[config.mk]
export PLATFORM = sky130hd
export DESIGN_NAME = key_repeat_debouncer
export DESIGN_NICKNAME = d
export VERILOG_FILES = /design/src/rtl/kd_pkg.sv /design/src/rtl/kd_sync.sv /design/src/rtl/kd_interval_counter.sv /design/src/rtl/key_repeat_debouncer.sv
export SDC_FILE = /design/constraint.sdc
export NUM_CORES = 1
export LEC_CHECK = 0
export ABC_AREA = 0
export ABC_CLOCK_PERIOD_IN_PS = 3300
export BUFFER_PORTS_ARGS = -buffer_cell sky130_fd_sc_hd__buf_2
export CORE_MARGIN = 2
export CORE_UTILIZATION = 58
export CTS_CLUSTER_SIZE = 14
export DETAILED_ROUTE_END_ITERATION = 8
export GPL_TIMING_DRIVEN = 0
export PLACE_DENSITY = 0.77
export SLEW_MARGIN = 20
export SYNTH_ARGS = -nofsm -noshare
export SYNTH_HDL_FRONTEND = slang
export SYNTH_HIERARCHICAL = 1
export SYNTH_SLANG_ARGS = --single-unit
[constraint.sdc]
create_clock -name clk -period 3.3 [get_ports clk]
set_input_delay 0.66 -clock clk [delete_from_list [all_inputs] [get_ports clk]]
set_output_delay 0.66 -clock clk [all_outputs]
set_load 0.05 [all_outputs]
[src/rtl/kd_pkg.sv]
package kd_pkg;
    typedef enum logic [2:0] {
        ST_IDLE,
        ST_CONFIRM,
        ST_LOCKOUT,
        ST_DELAY,
        ST_REPEAT,
        ST_RELQUAL
    } kd_state_t;

    function automatic int kd_max(input int a, input int b);
        return (a > b) ? a : b;
    endfunction
endpackage

[src/rtl/kd_sync.sv]
module kd_sync #(
    parameter int STAGES = 2
) (
    input  logic clk,
    input  logic rst_n,
    input  logic d_in,
    output logic d_out
);
    logic [STAGES-1:0] chain;

    always_ff @(posedge clk) begin
        if (!rst_n) chain <= '0;
        else        chain <= {chain[STAGES-2:0], d_in};
    end

    assign d_out = chain[STAGES-1];
endmodule

[src/rtl/kd_interval_counter.sv]
module kd_interval_counter #(
    parameter int W = 8
) (
    input  logic         clk,
    input  logic         rst_n,
    input  logic         clr,
    input  logic         inc,
    output logic [W-1:0] count
);
    always_ff @(posedge clk) begin
        if (!rst_n)   count <= '0;
        else if (clr) count <= inc ? W'(1) : '0;
        else if (inc) count <= count + W'(1);
    end
endmodule

[src/rtl/key_repeat_debouncer.sv]
module key_repeat_debouncer
    import kd_pkg::*;
#(
    parameter int CONFIRM_TICKS     = 40,
    parameter int LOCKOUT_TICKS     = 100,
    parameter int RELEASE_TICKS     = 50,
    parameter int FIRST_DELAY_TICKS = 500,
    parameter int REPEAT_TICKS      = 100
) (
    input  logic clk,
    input  logic rst_n,
    input  logic tick,
    input  logic key_raw,
    input  logic mode_validated,
    output logic press_pulse,
    output logic repeat_flag,
    output logic key_level
);
    localparam int MAX_A = kd_max(CONFIRM_TICKS, LOCKOUT_TICKS);
    localparam int MAX_B = kd_max(RELEASE_TICKS, FIRST_DELAY_TICKS);
    localparam int MAX_T = kd_max(kd_max(MAX_A, MAX_B), REPEAT_TICKS);
    localparam int CW    = $clog2(MAX_T + 1);

    localparam logic [CW-1:0] LAST_CONF = CW'(CONFIRM_TICKS - 1);
    localparam logic [CW-1:0] LAST_LOCK = CW'(LOCKOUT_TICKS - 1);
    localparam logic [CW-1:0] LAST_REL  = CW'(RELEASE_TICKS - 1);
    localparam logic [CW-1:0] LAST_DLY  = CW'(FIRST_DELAY_TICKS - 1);
    localparam logic [CW-1:0] LAST_REP  = CW'(REPEAT_TICKS - 1);

    kd_state_t     state, nxt;
    logic          key_s;
    logic          cnt_clr, cnt_inc;
    logic [CW-1:0] cnt;

    kd_sync #(.STAGES(2)) u_sync (
        .clk   (clk),
        .rst_n (rst_n),
        .d_in  (key_raw),
        .d_out (key_s)
    );

    kd_interval_counter #(.W(CW)) u_cnt (
        .clk   (clk),
        .rst_n (rst_n),
        .clr   (cnt_clr),
        .inc   (cnt_inc),
        .count (cnt)
    );

    // State register
    always_ff @(posedge clk) begin
        if (!rst_n) state <= ST_IDLE;
        else        state <= nxt;
    end

    // Next state and interval counter control
    always_comb begin
        nxt     = state;
        cnt_clr = 1'b0;
        cnt_inc = 1'b0;
        if (tick) begin
            unique case (state)
                ST_IDLE: begin
                    cnt_clr = 1'b1;
                    if (key_s) begin
                        cnt_inc = mode_validated;
                        nxt     = mode_validated ? ST_CONFIRM : ST_LOCKOUT;
                    end
                end
                ST_CONFIRM: begin
                    if (!key_s) begin
                        nxt     = ST_IDLE;
                        cnt_clr = 1'b1;
                    end else if (cnt == LAST_CONF) begin
                        nxt     = ST_DELAY;
                        cnt_clr = 1'b1;
                    end else begin
                        cnt_inc = 1'b1;
                    end
                end
                ST_LOCKOUT: begin
                    if (cnt == LAST_LOCK) begin
                        cnt_clr = 1'b1;
                        nxt     = key_s ? ST_DELAY : ST_RELQUAL;
                    end else begin
                        cnt_inc = 1'b1;
                    end
                end
                ST_DELAY: begin
                    if (!key_s) begin
                        nxt     = ST_RELQUAL;
                        cnt_clr = 1'b1;
                    end else if (cnt == LAST_DLY) begin
                        nxt     = ST_REPEAT;
                        cnt_clr = 1'b1;
                    end else begin
                        cnt_inc = 1'b1;
                    end
                end
                ST_REPEAT: begin
                    if (!key_s) begin
                        nxt     = ST_RELQUAL;
                        cnt_clr = 1'b1;
                    end else if (cnt == LAST_REP) begin
                        cnt_clr = 1'b1;
                    end else begin
                        cnt_inc = 1'b1;
                    end
                end
                ST_RELQUAL: begin
                    if (key_s) begin
                        cnt_clr = 1'b1;
                    end else if (cnt == LAST_REL) begin
                        nxt     = ST_IDLE;
                        cnt_clr = 1'b1;
                    end else begin
                        cnt_inc = 1'b1;
                    end
                end
                default: begin
                    nxt     = ST_IDLE;
                    cnt_clr = 1'b1;
                end
            endcase
        end
    end

    // Outputs
    always_comb begin
        press_pulse = 1'b0;
        repeat_flag = 1'b0;
        key_level   = 1'b0;
        unique case (state)
            ST_IDLE:    press_pulse = tick && key_s && !mode_validated;
            ST_CONFIRM: press_pulse = tick && key_s && (cnt == LAST_CONF);
            ST_LOCKOUT: key_level   = 1'b1;
            ST_DELAY: begin
                key_level   = 1'b1;
                repeat_flag = tick && key_s && (cnt == LAST_DLY);
                press_pulse = repeat_flag;
            end
            ST_REPEAT: begin
                key_level   = 1'b1;
                repeat_flag = tick && key_s && (cnt == LAST_REP);
                press_pulse = repeat_flag;
            end
            ST_RELQUAL: key_level = 1'b0;
            default:    key_level = 1'b0;
        endcase
    end
endmodule

==> run summary <==
clock skew = 0.000419 ns
total clock sinks = 14
global-route wire length before repair = 3.37 mm
Peak VDD IR = 0.313 mV
maximum root-to-sink buffer count = 2
max_cap viols = 0
core outline area = 0.00169 mm2
TNS Setup = 0 ns
CTS tree = done
Antenna Cells = 0
Rows = 15
commonest register cell after synthesis = dfxtp_1
Root Buffer = clkbuf_4
Iter 0 DRT Violations = 49
pre-CTS WS = 0.594 ns
post-DP HPWL = 1.55 mm
Yosys Warn Count = 6
minimum clock period = 2.74 ns
status = completed
final hold slack = 0.439 ns
die height = 46.0 um
worst slew pin tran = 0.925 ns
Slew Limit Fails = 0
RSZ-0062 raised after global routing = no
Clock transition at path regs = 0.08 ns
Final Hold Viols = 0
# IOs = 8
Routed WL = 2.13 mm
switching power = 0.0000835 W
met2 Track Usage GR = 35.6%
all-layer global routing usage = 21.9%
Reg2Reg Depth = 9
fin cells = 156
routed length per placed instance = 13.6 um
postcts setup bufs = 0
CP Launch Type = flip-flop
most used routing layer = met2
Worst-Skew Late Latency = 0.27 ns
post-cts sizing count = 0
Fmax achieved = 365 MHz
# nets final = 146
DRT Pass-1 Iters = 5
post-route DRC violation count = 0
routing usage on met3 = 3.57%
initial core utilization = 60.7%
share of cells above drive strength 1 = 22.3%
r2r setup slk = 0.56 ns
CP Capture Type = flip-flop
Worst Slack Setup Final = 0.562 ns
pin count of the biggest net entering global routing = 11
#FFs+latches synth = 14
Synth cell types = 46
area of the die = 0.00212 mm2
Power Dens Cells = 307 mW/mm2
combinational group share of total power = 15.3%
asr flop ratio synth = 0%
Final Cycle Share = 83.0%
Power Internal = 0.000260 W
GPL Wtd Cong = 0.942
Critical Path Fanout Max = 6
H-tree level count = 1
WS Path Type = flip-flop to flip-flop
grt total ovfl = 0
Vias = 973
IO buf count = 7
Syn Std Cell Area = 0.00102 mm2
WP data required = 3.50 ns
Slew headroom = 38.2%
sequential power share = 51.1%
initial antenna violation count = 0
clock power share = 33.7%
met1 global-route usage = 26.1%
Post-synth EDFFs = 0
worst hold path depth = 1
Tot Pwr = 0.000343 W
Post-Syn Instances = 128
CTS Buf Count = 3
Synth Area per Inst = 8.01 um2
vias in the first global route = 849
cts hold-fix bufs = 0
Leak = 0.428 nW
Arr. time, crit path = 2.94 ns
sw frac = 24.3%
Syn Nets = 134
Worst Hold Class = flip-flop to flip-flop
Setup-failing EPs final = 0
sequential-to-total area share from yosys stat = 27.4%
Antenna Violating Nets Remaining = 0
placed insts = 152
Via-to-Cell Ratio = 6.24
Die W = 46.0 um
Layout area overhead = 9.04%
## registers in the layout (all words and copies together) (netlist names)
signal	cells
u_sync/chain	2
u_cnt/count	9
state	3
## final cells by class
cell class              instances  area [um2]
multi-input cells             104         684
fillers                       133         572
flip-flops and latches         14         280
plain buffers                   7        48.8
clock buffers                   4        36.3
repair buffers                  7        35.0
well taps                      17        21.3
inverters                       3        11.3
## Yosys cell counts (2+ instances only)
cell / count / area (um2)
dfxtp_1: 14 / 280
nand2_1: 14 / 52.6
nor2_1: 11 / 41.3
a21oi_1: 10 / 50.1
nand3_1: 7 / 35.0
o21ai_0: 7 / 35.0
or3_1: 5 / 31.3
a31oi_1: 3 / 18.8
and2_1: 3 / 18.8
buf_2: 3 / 15.0
inv_1: 3 / 11.3
mux2i_1: 3 / 30.0
nand2b_1: 3 / 18.8
nand4_1: 3 / 18.8
xor2_1: 3 / 26.3
buf_6: 2 / 22.5
nor3_1: 2 / 10.0
o2111ai_2: 2 / 30.0
or2_2: 2 / 12.5
xnor2_1: 2 / 17.5
## critical path, stage by stage (launching register included)
cell,delay [ns]
dfxtp_1,0.44
and4b_1,0.24
buf_6,0.13
nand3_1,0.10
mux2_2,0.15
a21oi_1,0.06
o32ai_1,0.76
o2111ai_2,0.26
or3_1,0.39
a21oi_1,0.15
## worst paths after layout
| kind | to | start |
|---|---|---|
| worst min-delay path | u_sync/chain[1] | u_sync/chain[0] |
| worst max-delay path | u_cnt/count[7] | u_cnt/count[3] |
| worst max register to register | u_cnt/count[7] | u_cnt/count[3] |
| worst min register to register | u_sync/chain[1] | u_sync/chain[0] |
## routing by layer
layer	share of wire, %	vias up	wire [um]
met2	49	33	1050
met4	0.99	0	21
met5	0	-	0
met1	45	442	947
li1	-	496	-
met3	5.3	2	112
## cell families (layout without fill, tap and decap cells)
family / count (synthesis) / after routing / share of synthesized area, %
AND/OR/NAND/NOR: 62 / 62 / 33.9
flip-flops: 14 / 14 / 27.4
AO/OA/AOI/OAI: 32 / 32 / 23.3
XOR/XNOR: 5 / 5 / 4.27
adder cells (fa/ha/maj): 1 / 1 / 1.22
multiplexers: 4 / 4 / 4.03
buffers and inverters: 10 / 21 / 5.86
## cell usage in the layout, fill, tap and decap left out, types with 2 or more instances in the layout
master and instances:
and2_1 3, xnor2_1 2, nand4_1 3, a21oi_1 10, a31oi_1 3, dfxtp_1 14
o2111ai_2 2, or3_1 5, o21ai_0 7, buf_2 10, nand2b_1 3, nand2_1 14
buf_6 2, nand3_1 7, mux2i_1 3, nor3_1 2, or2_2 2, inv_1 3
clkbuf_4 3, xor2_1 3, nor2_1 11
## power groups by stage
stage,registers [W],logic (W),clock network (W)
after CTS,0.000175,0.0000519,0.000122
after detailed placement,0.000179,0.0000516,0
after floorplan,0.000178,0.0000399,0
final,0.000175,0.0000523,0.000116
after global routing,0.000176,0.0000572,0.000129
after global placement,0.000179,0.0000509,0
## per-stage QoR
stage / util [%] / instance area, um2
floorplan: - / 1020
global placement: 64.0 / 1080
detailed placement: 64.0 / 1080
CTS: 66.1 / 1120
global route: 66.1 / 1120
finish: 66.1 / 1120
Note: power is estimated with default switching activity, not from simulation.
